$ cat src/rtl/spk_pkg.sv
package spk_pkg;
   // Operation selected for the current cycle
   typedef enum logic [1:0] {
      OP_IDLE   = 2'd0,
      OP_ACCEPT = 2'd1,
      OP_FLUSH  = 2'd2
   } spk_op_e;
endpackage

$ cat src/rtl/spk_fill_ctrl.sv
module spk_fill_ctrl #(
   parameter int SYMS     = 16,
   parameter int FLUSH_EN = 1
) (
   input  logic                     clk,
   input  logic                     rst,
   input  logic                     in_vld,
   input  logic [$clog2(SYMS)-1:0]  in_empty,
   input  logic                     flush,
   output logic [$clog2(SYMS)-1:0]  fill_q,
   output logic [$clog2(SYMS):0]    in_cnt,
   output logic                     word_done,
   output spk_pkg::spk_op_e         op
);
   localparam int FILL_W = $clog2(SYMS);
   localparam int CNT_W  = FILL_W + 1;

   logic [CNT_W-1:0] sum;
   logic             flush_req;

   // Valid lane count; lane 0 is always valid
   assign in_cnt    = CNT_W'(SYMS) - CNT_W'(in_empty);
   assign sum       = CNT_W'(fill_q) + in_cnt;
   assign word_done = sum[FILL_W];

   generate
      if (FLUSH_EN != 0) begin : g_flush
         assign flush_req = flush & ~in_vld;
      end else begin : g_noflush
         logic unused_flush;
         assign unused_flush = flush;
         assign flush_req    = 1'b0;
      end
   endgenerate

   always_comb begin
      if (in_vld)         op = spk_pkg::OP_ACCEPT;
      else if (flush_req) op = spk_pkg::OP_FLUSH;
      else                op = spk_pkg::OP_IDLE;
   end

   // Fill position wraps by natural rollover of the low bits
   always_ff @(posedge clk) begin
      if (rst) begin
         fill_q <= '0;
      end else begin
         case (op)
            spk_pkg::OP_ACCEPT: fill_q <= sum[FILL_W-1:0];
            spk_pkg::OP_FLUSH:  fill_q <= '0;
            default:            fill_q <= fill_q;
         endcase
      end
   end
endmodule

$ cat src/rtl/spk_lane_merge.sv
module spk_lane_merge #(
   parameter int SYM_W = 8,
   parameter int SYMS  = 16
) (
   input  logic [$clog2(SYMS)-1:0]   fill_q,
   input  logic [$clog2(SYMS):0]     in_cnt,
   input  logic [SYM_W*SYMS-1:0]     pend_q,
   input  logic [SYM_W*SYMS-1:0]     in_data,
   output logic [2*SYM_W*SYMS-1:0]   merged
);
   localparam int FILL_W = $clog2(SYMS);
   localparam int CNT_W  = FILL_W + 1;
   localparam int LANES  = 2 * SYMS;

   logic [SYM_W-1:0] in_sym [SYMS];

   generate
      for (genvar s = 0; s < SYMS; s++) begin : g_split
         assign in_sym[s] = in_data[s*SYM_W +: SYM_W];
      end

      // Each lane takes a held byte below the fill position,
      // a new byte inside the valid window, or zero.
      for (genvar k = 0; k < LANES; k++) begin : g_lane
         logic [CNT_W-1:0] src;
         logic [SYM_W-1:0] lane_v;
         assign src = CNT_W'(k) - CNT_W'(fill_q);
         if (k < SYMS) begin : g_low
            always_comb begin
               if (CNT_W'(k) < CNT_W'(fill_q))
                  lane_v = pend_q[k*SYM_W +: SYM_W];
               else if (src < in_cnt)
                  lane_v = in_sym[src[FILL_W-1:0]];
               else
                  lane_v = '0;
            end
         end else begin : g_high
            always_comb begin
               if (src < in_cnt) lane_v = in_sym[src[FILL_W-1:0]];
               else              lane_v = '0;
            end
         end
         assign merged[k*SYM_W +: SYM_W] = lane_v;
      end
   endgenerate
endmodule

$ cat src/rtl/byte_stream_packer.sv
module byte_stream_packer #(
   parameter int SYM_W    = 8,
   parameter int SYMS     = 16,
   parameter int FLUSH_EN = 1
) (
   input  logic                     clk,
   input  logic                     rst,
   input  logic                     in_vld,
   input  logic [$clog2(SYMS)-1:0]  in_empty,
   input  logic [SYM_W*SYMS-1:0]    in_data,
   input  logic                     flush,
   output logic                     out_vld,
   output logic [SYM_W*SYMS-1:0]    out_data
);
   localparam int FILL_W = $clog2(SYMS);
   localparam int CNT_W  = FILL_W + 1;
   localparam int WORD_W = SYM_W * SYMS;

   generate
      if (SYMS < 2 || (SYMS & (SYMS - 1)) != 0) begin : g_bad_syms
         $error("SYMS must be a power of two of at least 2");
      end
      if (SYM_W < 1) begin : g_bad_symw
         $error("SYM_W must be positive");
      end
   endgenerate

   logic [FILL_W-1:0]   fill_q;
   logic [CNT_W-1:0]    in_cnt;
   logic                word_done;
   spk_pkg::spk_op_e    op;
   logic [WORD_W-1:0]   pend_q;
   logic [2*WORD_W-1:0] merged;

   spk_fill_ctrl #(.SYMS(SYMS), .FLUSH_EN(FLUSH_EN)) u_fill (
      .clk       (clk),
      .rst       (rst),
      .in_vld    (in_vld),
      .in_empty  (in_empty),
      .flush     (flush),
      .fill_q    (fill_q),
      .in_cnt    (in_cnt),
      .word_done (word_done),
      .op        (op)
   );

   spk_lane_merge #(.SYM_W(SYM_W), .SYMS(SYMS)) u_merge (
      .fill_q  (fill_q),
      .in_cnt  (in_cnt),
      .pend_q  (pend_q),
      .in_data (in_data),
      .merged  (merged)
   );

   // Lanes at and above the fill position of pend_q are always zero,
   // so a flushed word needs no extra masking.
   always_ff @(posedge clk) begin
      if (rst) begin
         pend_q   <= '0;
         out_data <= '0;
         out_vld  <= 1'b0;
      end else begin
         case (op)
            spk_pkg::OP_ACCEPT: begin
               if (word_done) begin
                  out_data <= merged[WORD_W-1:0];
                  pend_q   <= merged[2*WORD_W-1:WORD_W];
                  out_vld  <= 1'b1;
               end else begin
                  pend_q   <= merged[WORD_W-1:0];
                  out_vld  <= 1'b0;
               end
            end
            spk_pkg::OP_FLUSH: begin
               if (fill_q != '0) out_data <= pend_q;
               out_vld <= (fill_q != '0);
               pend_q  <= '0;
            end
            default: out_vld <= 1'b0;
         endcase
      end
   end
endmodule

$ cat config.mk
export PLATFORM = sky130hd
export DESIGN_NAME = byte_stream_packer
export DESIGN_NICKNAME = d
export VERILOG_FILES = /design/src/rtl/spk_pkg.sv /design/src/rtl/spk_fill_ctrl.sv /design/src/rtl/spk_lane_merge.sv /design/src/rtl/byte_stream_packer.sv
export SDC_FILE = /design/constraint.sdc
export NUM_CORES = 1
export LEC_CHECK = 0
export BUFFER_PORTS_ARGS = -buffer_cell sky130_fd_sc_hd__buf_4
export CAP_MARGIN = 20
export CELL_PAD_IN_SITES_DETAIL_PLACEMENT = 2
export CELL_PAD_IN_SITES_GLOBAL_PLACEMENT = 2
export CORE_ASPECT_RATIO = 0.6
export CORE_MARGIN = 4
export CORE_UTILIZATION = 41
export CTS_CLUSTER_SIZE = 14
export DETAILED_ROUTE_END_ITERATION = 10
export PLACE_DENSITY = 0.9
export SLEW_MARGIN = 20
export SYNTH_ARGS = -nofsm -noshare
export SYNTH_HDL_FRONTEND = slang
export SYNTH_SLANG_ARGS = --single-unit
$ cat constraint.sdc
create_clock -name clk -period 8 [get_ports clk]
set_input_delay 2 -clock clk [delete_from_list [all_inputs] [get_ports clk]]
set_output_delay 2 -clock clk [all_outputs]
set_load 0.03 [all_outputs]
==> out/results.tsv <==
metric	value	unit
layout_commonest_cell	buf_4	
cts_buffer_depth	3	
hold_buffers	0	
cts_setup_buffers	0	
dieArea	49100	um^2
min_period	5.31	ns
cp.arrival	5.80	ns
clkTransAtPathRegs	0.07	ns
rsz0062_at_grt	false	
slew_violations	0	
mostFrequentLayoutCells	buf_4, dfxtp_1, mux4_2	
finalSetupTns	0	ns
initial_core_util	0.415	
nFillCells	4560	
power.density	249	nW/um^2
syn_nets	2009	
wl	95500	um
drc	0	
grt_pass1_wl	140000	um
synthFlopType	dfxtp_1	
synth_area_per_cell	10.4	um^2
end_kind	flip-flop	
grt_max_degree	82	
startpoint	in_empty[0]	
maxCapViolCount	0	
synth-async-reset-ratio	0	
clock_latency	0.59	ns
cts_tree	done	
drive_gt1_frac	0.287	
r2r_cells	10	
wire_per_inst	36.9	um
hold_path_startpoint	out_data[12]	
rows	60	
p_leak	8.80	nW
numCtsBuffers	27	
timing.rr.start	u_fill.fill_q[1]	
period_share	0.664	
setup_violations	0	
grt.total_usage	0.372	
port_buffers	264	
overflow	0	
cts_sinks	261	
dp_hpwl	69000	um
area_growth	17.0	%
gp_congestion	1.01	
start_kind	input pin	
tightest_slew	1.10	ns
post_cts_resized	0	
drt_iter0_markers	2728	
placed_area	21000	um^2
die_h	173	um
status	complete, no violations	
hp-class	flip-flop to flip-flop	
first_pass_iters	5	
crit_path_max_fanout	54	
core	44900	um^2
yosys_warnings	0	
crit_end	out_data[120]	
synth-edff-count	0	
hold_violations	0	
maxClockFrequency	0.188	GHz
ant_nets	0	
syn_area	18700	um^2
finClkSkew	0.0157	ns
ios	265	
antenna_found_initial	4	
max-vdd-ir-drop	0.149	mV
required	8.49	ns
via_per_inst	7.33	
rrSetupSlack	3.26	ns
syn_inst	1799	
grt_pass1_vias	20300	
yosysSeqAreaShare	0.280	
final_area	21800	um^2
critPathKind	input pin to flip-flop	
die_w	283	um
synth-seq-cells	261	
yosysUniqueCellTypes	93	
htreeDepth	1	
r2r_end	pend_q[50]	
cts_root_buf	clkbuf_16	
via_count	19000	
nets	2195	
slew_headroom	0.247	
-- metrics by stage --
stage	utilization	cells	worst slack [ns]	hold WS [ns]	total power [mW]
floorplan	-	1799	3.39	0.427	3.09
global placement	0.467	2544	2.53	0.429	3.83
detailed placement	0.467	2544	2.17	0.443	4.00
CTS	0.485	2587	2.75	0.452	5.32
global route	0.486	2588	2.50	0.477	5.57
finish	0.486	2589	2.69	0.447	5.43
-- routing by layer --
metal,wire length [um],vias up,GRT usage
met4,5590,8,0.172
met5,155,-,0.0144
li1,-,7454,-
met3,12200,426,0.142
met1,35400,9665,0.450
met2,42300,1433,0.587
-- flip-flops by register name, summed over array words and instances (netlist names) --
register	flops
out_data	128
out_vld	1
pend_q	128
u_fill.fill_q	4
-- layout make-up --
class                   instances  area [um^2]  share of cell area
flip-flops and latches        261         5230               0.240
clock buffers                  36          739              0.0339
diodes                          1         2.50            0.000115
inverters                      54          203             0.00929
multi-input cells            1351        12700               0.580
repair buffers                290         2180              0.0998
clock inverters                 7         71.3             0.00327
well taps                     589          737              0.0338
-- kinds of logic after synthesis --
group,Yosys count,share of synthesized area
AND/OR/NAND/NOR,472,0.115
AO/OA/AOI/OAI,442,0.193
flip-flops,261,0.280
buffers and inverters,187,0.0470
adder cells (fa/ha/maj),76,0.0512
XOR/XNOR,10,0.00731
multiplexers,351,0.307
-- critical path, cell delays in order --
cell	delay (ns)
buf_4	0.12
inv_1	0.05
ha_1	0.34
inv_1	0.15
fa_1	0.43
nand2b_1	0.24
a21oi_1	0.64
o211a_4	0.84
buf_4	0.55
a21oi_1	0.08
o31a_1	0.14
nor3_1	0.21
-- worst min-delay path by stage --
stage               cells after the start            to  slack (ns)
global placement                        2  out_data[97]        0.43
floorplan                               1    pend_q[63]        0.43
CTS                                     2  out_data[12]        0.45
detailed placement                      2  out_data[12]        0.44
global route                            2  out_data[12]        0.48
finish                                  2  out_data[12]        0.45
-- Yosys cell counts, types with 23 or more instances --
cell type    n  area share
a32o_1      24       0.013
buf_2       43       0.012
nand2_1    152       0.031
a221o_1     23       0.012
mux2i_1    172       0.092
clkbuf_1    59       0.012
ha_1        73       0.049
o21ai_0     46       0.012
inv_1       47      0.0095
nor2_1     155       0.031
a22o_1      56       0.026
dfxtp_1    261        0.28
nor3_1      76       0.020
a21oi_1     59       0.016
a221oi_1    74       0.035
mux4_2     176        0.21
a22oi_1     35       0.014
-- report_power, final --
part / switching (mW) / total, mW / internal [mW]
Sequential: 0.119 / 1.57 / 1.45
Clock: 0.597 / 1.27 / 0.676
Combinational: 1.69 / 2.59 / 0.895
Power figures use the tool's default switching activity.
